File: src/rtl/ptr_agen_pkg.sv
// Shared constants and types for the pointer address generator.
// Assumes a fixed 9-bit operand field with a 5-bit index and 8-bit immediate.
package ptr_agen_pkg;
    localparam int OPND_W = 9;
    localparam int IDX_W  = 5;
    localparam int IMM_W  = 8;

    typedef enum logic [1:0] {
        SZ_BYTE = 2'd0,
        SZ_WORD = 2'd1,
        SZ_LONG = 2'd2,
        SZ_WIDE = 2'd3
    } acc_size_e;

    typedef struct packed {
        logic             is_ptr;
        logic             sel;
        logic             upd;
        logic             post;
        logic [IDX_W-1:0] idx;
        logic [IMM_W-1:0] imm;
    } opnd_dec_t;
endpackage

File: src/rtl/ptr_field_decode.sv
// Splits the operand field into its mode, pointer, update, post and index parts.
// Assumes: purely combinational; the immediate is bits 7:0 regardless of mode.
module ptr_field_decode
    import ptr_agen_pkg::*;
(
    input  logic [OPND_W-1:0] opnd,
    output opnd_dec_t         dec,
    output logic              bad_enc
);
    // Field split and illegal-combination detection
    always_comb begin
        dec.is_ptr = opnd[8];
        dec.sel    = opnd[7];
        dec.upd    = opnd[6];
        dec.post   = opnd[5];
        dec.idx    = opnd[IDX_W-1:0];
        dec.imm    = opnd[IMM_W-1:0];
        bad_enc    = opnd[8] & ~opnd[6] & opnd[5];
    end
endmodule

File: src/rtl/ptr_offset_scale.sv
// Sign-extends the index and scales it by the access size using a shift.
// Assumes all scales are powers of two; result wraps at ADDR_W bits.
module ptr_offset_scale
    import ptr_agen_pkg::*;
#(
    parameter int ADDR_W = 20
) (
    input  logic [IDX_W-1:0]  idx,
    input  acc_size_e         size,
    output logic [ADDR_W-1:0] off
);
    localparam int EXT_W = ADDR_W - IDX_W;

    logic [ADDR_W-1:0] idx_ext;
    logic [2:0]        shamt;

    // Pick the shift amount for the access size
    always_comb begin
        unique case (size)
            SZ_BYTE: shamt = 3'd0;
            SZ_WORD: shamt = 3'd1;
            SZ_LONG: shamt = 3'd2;
            default: shamt = 3'd5;
        endcase
    end

    // Sign-extend and scale the index
    always_comb begin
        idx_ext = {{EXT_W{idx[IDX_W-1]}}, idx};
        off     = idx_ext << shamt;
    end
endmodule

File: src/rtl/ptr_regfile.sv
// Holds the pointer registers. A direct write beats an auto-update of the same pointer.
// Assumes synchronous active-low reset to zero.
module ptr_regfile #(
    parameter int ADDR_W  = 20,
    parameter int NUM_PTR = 2
) (
    input  logic                           clk,
    input  logic                           rst_n,
    input  logic                           auto_we,
    input  logic [$clog2(NUM_PTR)-1:0]     auto_sel,
    input  logic [ADDR_W-1:0]              auto_val,
    input  logic                           pw_en,
    input  logic [$clog2(NUM_PTR)-1:0]     pw_sel,
    input  logic [ADDR_W-1:0]              pw_data,
    output logic [NUM_PTR-1:0][ADDR_W-1:0] ptrs
);
    localparam int SEL_W = $clog2(NUM_PTR);

    for (genvar g = 0; g < NUM_PTR; g++) begin : g_ptr
        // One pointer register with write-port priority
        always_ff @(posedge clk) begin
            if (!rst_n) begin
                ptrs[g] <= '0;
            end else if (pw_en && pw_sel == SEL_W'(g)) begin
                ptrs[g] <= pw_data;
            end else if (auto_we && auto_sel == SEL_W'(g)) begin
                ptrs[g] <= auto_val;
            end
        end
    end
endmodule

File: src/rtl/ptr_agen.sv
// Top of the pointer address generator: decode, scale, add, select and write back.
// Assumes the outputs are combinational from the field and the current pointers.
module ptr_agen
    import ptr_agen_pkg::*;
#(
    parameter int ADDR_W = 20
) (
    input  logic              clk,
    input  logic              rst_n,
    input  logic [8:0]        opnd_i,
    input  logic [1:0]        size_i,
    input  logic              exec_i,
    input  logic              pw_en_i,
    input  logic              pw_sel_i,
    input  logic [ADDR_W-1:0] pw_data_i,
    output logic [ADDR_W-1:0] ea_o,
    output logic              imm_valid_o,
    output logic              bad_enc_o,
    output logic [ADDR_W-1:0] ptr_a_o,
    output logic [ADDR_W-1:0] ptr_b_o
);
    localparam int NUM_PTR = 2;
    localparam int IMM_PAD = ADDR_W - IMM_W;

    opnd_dec_t                      dec;
    logic [ADDR_W-1:0]              off;
    logic [ADDR_W-1:0]              base;
    logic [ADDR_W-1:0]              sum;
    logic                           auto_we;
    logic [NUM_PTR-1:0][ADDR_W-1:0] ptrs;

    ptr_field_decode u_dec (
        .opnd    (opnd_i),
        .dec     (dec),
        .bad_enc (bad_enc_o)
    );

    ptr_offset_scale #(.ADDR_W(ADDR_W)) u_scale (
        .idx  (dec.idx),
        .size (acc_size_e'(size_i)),
        .off  (off)
    );

    // Address arithmetic and output selection
    always_comb begin
        base        = ptrs[dec.sel];
        sum         = base + off;
        imm_valid_o = ~dec.is_ptr;
        if (!dec.is_ptr)
            ea_o = {{IMM_PAD{1'b0}}, dec.imm};
        else if (dec.upd && dec.post)
            ea_o = base;
        else
            ea_o = sum;
        auto_we = exec_i & dec.is_ptr & dec.upd;
    end

    ptr_regfile #(.ADDR_W(ADDR_W), .NUM_PTR(NUM_PTR)) u_regs (
        .clk      (clk),
        .rst_n    (rst_n),
        .auto_we  (auto_we),
        .auto_sel (dec.sel),
        .auto_val (sum),
        .pw_en    (pw_en_i),
        .pw_sel   (pw_sel_i),
        .pw_data  (pw_data_i),
        .ptrs     (ptrs)
    );

    assign ptr_a_o = ptrs[0];
    assign ptr_b_o = ptrs[1];
endmodule

File: config.mk
export PLATFORM = sky130hd
export DESIGN_NAME = ptr_agen
export DESIGN_NICKNAME = d
export VERILOG_FILES = /design/src/rtl/ptr_agen_pkg.sv /design/src/rtl/ptr_field_decode.sv /design/src/rtl/ptr_offset_scale.sv /design/src/rtl/ptr_regfile.sv /design/src/rtl/ptr_agen.sv
export SDC_FILE = /design/constraint.sdc
export NUM_CORES = 1
export LEC_CHECK = 0
export BUFFER_PORTS_ARGS = -buffer_cell sky130_fd_sc_hd__buf_2
export CELL_PAD_IN_SITES_DETAIL_PLACEMENT = 1
export CELL_PAD_IN_SITES_GLOBAL_PLACEMENT = 2
export CORE_MARGIN = 3
export CORE_UTILIZATION = 30
export DETAILED_ROUTE_END_ITERATION = 10
export GPL_ROUTABILITY_DRIVEN = 0
export HOLD_SLACK_MARGIN = 0.03
export PLACE_DENSITY = 0.77
export SLEW_MARGIN = 15
export SYNTH_ARGS = -nofsm -noshare
export SYNTH_HDL_FRONTEND = slang
export SYNTH_SLANG_ARGS = --single-unit
File: constraint.sdc
create_clock -name clk -period 8.4 [get_ports clk]
set_input_delay 1.68 -clock clk [delete_from_list [all_inputs] [get_ports clk]]
set_output_delay 1.68 -clock clk [all_outputs]
set_load 0.03 [all_outputs]
# After elaboration in Yosys (flattened, before gate mapping)

Cells that the tools add are included.

Register bits: 40
Input bits: 36

Muxes and demuxes: 9
Reductions and logical operators: 8
$lt $le $gt $ge: 1
Eq/ne operators: 2
Add/sub/neg operators: 1
Shifts and indexed selects: 1
Bitwise logic cells: 8

Operators by type and width:

| cell                                                                  | number |
|---|---|
| 20-bit two-way mux                                                    | 8 |
| 20-bit adder                                                          | 1 |
| 20-bit by 3-bit left shift with 20-bit output                         | 1 |
| 3-bit case mux with 3 select lines                                    | 1 |
| 1-bit logical AND                                                     | 5 |
| 1-bit bitwise AND                                                     | 4 |
| 1-bit NOT                                                             | 4 |
| 2-bit nonzero test                                                    | 2 |
| 2-bit by 1-bit == test with 1-bit output (second input constant)      | 1 |
| 2-bit == test (second input constant)                                 | 1 |
| 2-bit zero test                                                       | 1 |
| 1-bit by 2-bit < comparator with 1-bit output (second input constant) | 1 |

# Longest topological paths before layout

Gate-level depths: netlist of the first run.

Depth after elaboration: 6
Gate-level depth with buffers: 12

# Cells and area by module

From an unflattened synthesis of the first run, not the netlist that was laid out.

Cell total of the unflattened synthesis: 480
Area total of the unflattened synthesis: 3843.7 sq um

By module, submodules not included:

| module           | times used | area each (sq um) | cells an instance |
|---|---|---|---|
| ptr_regfile      | 1          | 1836.8            | 205 |
| ptr_agen         | 1          | 1637.8            | 225 |
| ptr_offset_scale | 1          | 232.7             | 32 |
| ptr_field_decode | 1          | 136.4             | 18 |

# Worst setup path after synthesis of the first run

No wires, ideal clock.

Path kind: input port to output port
Start point: input port opnd_i[7]
End point: output port ea_o[16]
Stages: 12
Setup slack: 2125 ps
Arrival time: 4595 ps
Required time: 6720 ps
Cell sequence: buf_2 > buf_2 > mux2_2 > ha_1 > clkbuf_2 > and4_1 > and4_1 > o21a_1 > o31ai_1 > nand3b_1 > xnor2_1 > o21ai_0

Longest elaborated chain between the ends: 5

Ends and longest elaborated chain:

| what                                                    | line           | source |
|---|---|---|
| from (decl)                                             | ptr_agen.sv:10 | `input logic [8:0] opnd_i,` |
| 20-bit two-way mux (implied by the code) * (2 in a row) | ptr_agen.sv:46 | `base = ptrs[dec.sel];` |
| 20-bit adder                                            | ptr_agen.sv:47 | `sum = base + off;` |
| 20-bit two-way mux *                                    | ptr_agen.sv:51 | `else if (dec.upd && dec.post)` |
| 20-bit two-way mux *                                    | ptr_agen.sv:49 | `if (!dec.is_ptr)` |
| to (decl)                                               | ptr_agen.sv:16 | `output logic [ADDR_W-1:0] ea_o,` |

Mark *: on every way between the ends. The rest lies on a longest branch, timed or not. The select of a mux whose other input is x is not followed.

# Final worst setup path of the first run

Start point: input port opnd_i[7]
End point: output port ea_o[8]

Same word-level chain as after synthesis.

==> impl_metrics.tcl, run 1 <==
set metrics [dict create \
    maxCapViolCount 0 \
    utilization_pct 36.28 \
    setup.worst_path.end_class "output pin" \
    required_ps 6720 \
    crit_path_cell_trace "buf_2, mux2_2, ha_1, inv_1, fa_1, nor2b_1, o211a_1, o21ai_2, a21oi_1, nor3_1, or3_1, a21oi_1, buf_2" \
    cts_resized 0 \
    cts_tree "done" \
    rsz0062_at_grt "no" \
    synth_edf_count 0 \
    synth_seq_area_share_pct 21.37 \
    firstDrtPassIters 4 \
    drc 0 \
    finalCriticalPeriod_ps 6619 \
    cts_buffers 5 \
    n_antenna_cell 0 \
    rows 40 \
    p_clk_share_pct 27.0 \
    syn_nets 559 \
    synth.distinct_cells 65 \
    pre_cts_ws_ps 1835 \
    vdd_drop_max_uv 66.39 \
    core_sq_um 12110 \
    htreeDepth 2 \
    clkTransAtPathRegs_ps 60 \
    insertion_delay_ps 280 \
    first_global_vias 4131 \
    final-max-slew-violation-count 0 \
    fin_crit_sh_pct 78.80 \
    hold_path.class "reg2reg" \
    total_power_w 0.0007314 \
    io_pins 98 \
    combPwrFrac_pct 43.3 \
    netlist_area_sq_um 3747 \
    viasPerCell 5.520 \
    tightest_slew_ps 1138 \
    p_per_area_nw_per_um2 166.4 \
    clock-sinks 40 \
    routedWlPerCell_microns 19.72 \
    pwr-share-seq_pct 29.7 \
    dieArea_sq_um 13870 \
    worstSetupPathType "in2out" \
    finalSetupViolCount 0 \
    largest-register "u_regs.ptrs" \
    initial_core_util_pct 30.94 \
    postCtsHoldBufs 0 \
    async_reset_ff_share_pct 0 \
    yosysWarnings 0 \
    cp-start-kind "primary input" \
    cpMaxStageDelayCell "buf_2" \
    grt_max_degree 33 \
    post_cts_buffers 0 \
    die_h_microns 117.8 \
    path_delay_family "compound AO/OA/AOI/OAI gates" \
    die_w_microns 117.8 \
    path_buf_inv 3 \
    grt_pass1_wl_microns 23680 \
    layout_common_cells "97 x buf_2, 65 x nand2_1, 52 x a21oi_1, 40 x dfxtp_1, 39 x nor2_1" \
    synth_flop_cell "dfxtp_1" \
    largestRegisters "u_regs.ptrs x40" \
    cts_root_buf "clkbuf_16" \
    dp_hpwl_microns 11250 \
    p_leak_nw 1.932 \
    fmax_mhz 151.1 \
    fin_ws_ps 1781 \
    antenna_found_initial 0 \
    relSlewSlack_pct 23.83 \
    syn_inst 503 \
    drive_above_1_share_pct 25.13 \
    syn2layout_area_growth_pct 17.26 \
    outcome "complete, no violations" \
    skew_ps 2.809 \
    switching_share_pct 41.81 \
    switching_power_w 0.0003058 \
    worst-endpoint-arrival_ps 4940 \
    layout_commonest_cell "buf_2" \
    ys_ff_latch 40 \
    clk_path_buf_depth 2 \
    hold_viol_final 0 \
    first_iter_violations 274 \
    critical_path.max_fanout 23 \
    cp_slowest_stage_delay_ps 480 \
    largest_reg_flops 40 \
    via_count 4090 \
    port_buffers 97 \
    wirelength_microns 14610 \
    overflow 0 \
    layout.nets 628 \
    p_int_w 0.0004256 \
    synth_area_per_cell_sq_um 7.450 \
    grt_usage_pct 20.86 \
    ant_nets 0 \
    fin_setup_tns_ps 0 \
]
==> final cells by class <==
type / count / area (sq um)
Inverter: 10 / 37.54
Multi-Input combinational cell: 416 / 2699
Clock buffer: 8 / 146.4
Sequential cell: 40 / 800.8
Timing Repair Buffer: 99 / 500.5
Fill cell: 1552 / 7717
Tap cell: 168 / 210.2
==> synth_stat cells (4+ instances only) <==
cell | number | area, sq um
mux2_2 | 20 | 225.2
nand4_1 | 5 | 31.28
o21a_1 | 6 | 45.04
clkbuf_1 | 20 | 75.07
a21oi_1 | 52 | 260.3
nand3_1 | 21 | 105.1
o211ai_1 | 13 | 97.59
nand2_1 | 65 | 244.0
buf_4 | 4 | 30.03
xor2_1 | 5 | 43.79
and2_1 | 4 | 25.02
or3_1 | 13 | 81.33
nand2b_1 | 5 | 31.28
o21ai_1 | 7 | 35.03
o21ai_0 | 33 | 165.2
buf_2 | 6 | 30.03
a31oi_1 | 4 | 25.02
ha_1 | 19 | 237.7
dfxtp_1 | 40 | 800.8
nor3_1 | 8 | 40.04
xnor2_1 | 7 | 61.31
a311oi_1 | 12 | 105.1
a21o_1 | 8 | 60.06
a211oi_1 | 5 | 37.54
o211a_1 | 6 | 60.06
a41oi_1 | 4 | 35.03
nor2_1 | 39 | 146.4
inv_1 | 9 | 33.78
nor2b_1 | 6 | 37.54
clkbuf_8 | 4 | 55.05
==> cell families after synthesis <==
logic type | synth area share (%)
adder cells (fa/ha/maj) | 6.878
AND/OR/NAND/NOR | 24.47
buffers and inverters | 6.611
multiplexers | 6.811
flip-flops | 21.37
AO/OA/AOI/OAI | 31.05
XOR/XNOR | 2.805
==> per-stage QoR <==
| stage | hold WS, ps | std cells | instance area, sq um |
|---|---|---|---|
| 2_1_floorplan | 612.9 | 503 | 3747 |
| 3_3_place_gp | 489.8 | 733 | 4248 |
| 3_5_place_dp | 497.8 | 733 | 4248 |
| 4_1_cts | 509.1 | 741 | 4394 |
| 5_1_grt | 531.4 | 741 | 4394 |
| 6_report | 505.7 | 741 | 4394 |
==> worst paths after layout <==
path | start | end | slack [ps] | depth (start not counted)
setup / recovery | opnd_i[7] | ea_o[8] | 1780 | 13
hold reg to reg | u_regs.ptrs[26] | u_regs.ptrs[26] | 510 | 2
setup reg to reg | u_regs.ptrs[27] | u_regs.ptrs[38] | 5560 | 9
hold / removal | u_regs.ptrs[26] | u_regs.ptrs[26] | 510 | 2
==> worst min-delay path: cells and delay by family, from the launching register on <==
family / cells / cell delay, ps
flip-flops: 1 / 320
AO/OA/AOI/OAI: 1 / 80
AND/OR/NAND/NOR: 1 / 60
==> metal layers <==
metal | wire [microns] | track usage (%)
met4 | 137 | 3.956
met1 | 7046 | 30.49
met2 | 6803 | 33.24
met3 | 621 | 2.403
met5 | 0 | 0
==> power groups by stage <==
stage	Clock [W]	Sequential (W)	Combinational (W)
CTS	0.000199	0.000217	0.000316
global route	0.000206	0.000219	0.000345
floorplan	0	0.000245	0.000193
global placement	0	0.000221	0.000311
finish	0.000197	0.000217	0.000317
detailed placement	0	0.000221	0.000315
(Power assumes the default switching activity.)
==> inputs of run 2 (changes only) <==
clock period = 6.9 ns   (was 8.4 ns; I/O delays follow)
==> impl_metrics.tcl, run 2 (synthesis gave the netlist of run 1 again) <==
set metrics [dict create \
    port_buffers 97 \
    fin_setup_tns_ps 0 \
    setup.worst_path.end_class "output pin" \
    hold_path.class "reg2reg" \
    final-max-slew-violation-count 0 \
    reg2reg_depth 9 \
    r2r_setup_slack_ps 4050 \
    min_from "u_regs.ptrs[31]" \
    worst-endpoint-arrival_ps 4600 \
    dp_hpwl_microns 11260 \
    whs_path_depth 2 \
    die_h_microns 117.8 \
    drc 0 \
    reg2reg_from "u_regs.ptrs[27]" \
    antenna_found_initial 0 \
    worstSetupPathType "in2out" \
    grt_usage_pct 20.40 \
    multi_input_area_sq_um 2699 \
    drive_above_1_share_pct 25.13 \
    critical_path.max_fanout 23 \
    ant_nets 0 \
    io_pins 98 \
    switching_power_w 0.0003719 \
    switching_share_pct 41.79 \
    finalSetupViolCount 0 \
    post_cts_buffers 0 \
    largest-register "u_regs.ptrs" \
    pwr-share-seq_pct 29.8 \
    required_ps 5520 \
    hold_viol_final 0 \
    relSlewSlack_pct 26.12 \
    tightest_slew_ps 1106 \
    dieArea_sq_um 13870 \
    insertion_delay_ps 290 \
    fin_crit_sh_pct 86.61 \
    grt_pass1_wl_microns 23040 \
    finalCriticalPeriod_ps 5976 \
    combPwrFrac_pct 43.5 \
    p_per_area_nw_per_um2 202.5 \
    clock-sinks 40 \
    p_leak_nw 1.932 \
    cts_buffers 5 \
    cp-start-kind "primary input" \
    layout_commonest_cell "buf_2" \
    maxCapViolCount 0 \
    cts_tree "done" \
    holdPathEnd "u_regs.ptrs[31]" \
    layout_common_cells "97 x buf_2, 65 x nand2_1, 52 x a21oi_1, 40 x dfxtp_1, 39 x nor2_1" \
    clkTransAtPathRegs_ps 60 \
    total_power_w 0.0008900 \
    skew_ps 5.368 \
    layout.nets 628 \
    cts_resized 0 \
    largestRegisters "u_regs.ptrs x40" \
    largest_reg_flops 40 \
    cts_root_buf "clkbuf_16" \
    viasPerCell 5.533 \
    initial_core_util_pct 30.94 \
    p_int_w 0.0005181 \
    first_global_vias 4103 \
    core_sq_um 12110 \
    die_w_microns 117.8 \
    syn2layout_area_growth_pct 17.26 \
    fmax_mhz 167.3 \
    r2r_end "u_regs.ptrs[38]" \
    rows 40 \
    outcome "complete, no violations" \
    overflow 0 \
    n_antenna_cell 0 \
    vdd_drop_max_uv 77.03 \
    firstDrtPassIters 4 \
    clk_path_buf_depth 2 \
    first_iter_violations 237 \
    wirelength_microns 14530 \
    seqCellArea_sq_um 800.8 \
    fillerInstances 1546 \
    rsz0062_at_grt "no" \
    p_clk_share_pct 26.8 \
    via_count 4100 \
    grt_max_degree 33 \
    htreeDepth 2 \
    postCtsHoldBufs 0 \
    routedWlPerCell_microns 19.61 \
]
run 2: cell counts in the layout (fill, tap and decap cells not counted):
No cell type changed its count.
run 2: worst max path at each step:
stage,startpoint,endpoint,slack (ps),cells after the start
finish,opnd_i[7],ea_o[18],920,11
global route,opnd_i[7],ea_o[18],680,11
CTS,opnd_i[7],ea_o[18],940,11
detailed placement,opnd_i[7],ea_o[10],960,13
global placement,opnd_i[7],ea_o[10],950,13
floorplan,opnd_i[7],ea_o[16],1230,12
run 2: per-layer routing:
| layer | vias up | routed length, microns | global-route usage [%] |
|---|---|---|---|
| met4 | 0 | 187 | 4.835 |
| met1 | 1993 | 7043 | 28.69 |
| met2 | 97 | 6636 | 33.09 |
| met3 | 13 | 666 | 2.787 |
| li1 | 1997 | - | - |
| met5 | - | 0 | 0 |
run 2: critical path, stage by stage:
cell	delay [ps]
buf_2	490
mux2_2	430
ha_1	360
a21oi_1	280
o21ai_0	220
a32o_1	320
nor3_2	250
o21ai_1	130
xnor2_1	380
o21ai_1	130
buf_2	190
run 2: through the flow:
stage / hold WS (ps) / area, sq um / worst slack (ps) / instances / util, %
floorplan: 612.9 / 3747 / 1225 / 503 / -
global placement: 490.2 / 4248 / 952.8 / 733 / 35.07
detailed placement: 496.9 / 4248 / 958.9 / 733 / 35.07
CTS: 505.0 / 4394 / 941.7 / 741 / 36.28
global route: 528.9 / 4394 / 675.5 / 741 / 36.28
finish: 498.9 / 4394 / 923.7 / 741 / 36.28
run 2: layout make-up:
class	count	area share [%]
sequential	40	18.22
inverter	10	0.8542
timing repair buffer	99	11.39
multi-input combinational	416	61.42
tap	168	4.784
clock buffer	8	3.331
run 2: power by group through the flow:
stage / Combinational [W] / Sequential, W / Clock (W)
after global placement: 0.000379 / 0.000269 / 0
after CTS: 0.000385 / 0.000265 / 0.000243
after floorplan: 0.000235 / 0.000299 / 0
after global routing: 0.000419 / 0.000267 / 0.000251
after detailed placement: 0.000384 / 0.000269 / 0
final: 0.000387 / 0.000265 / 0.000238
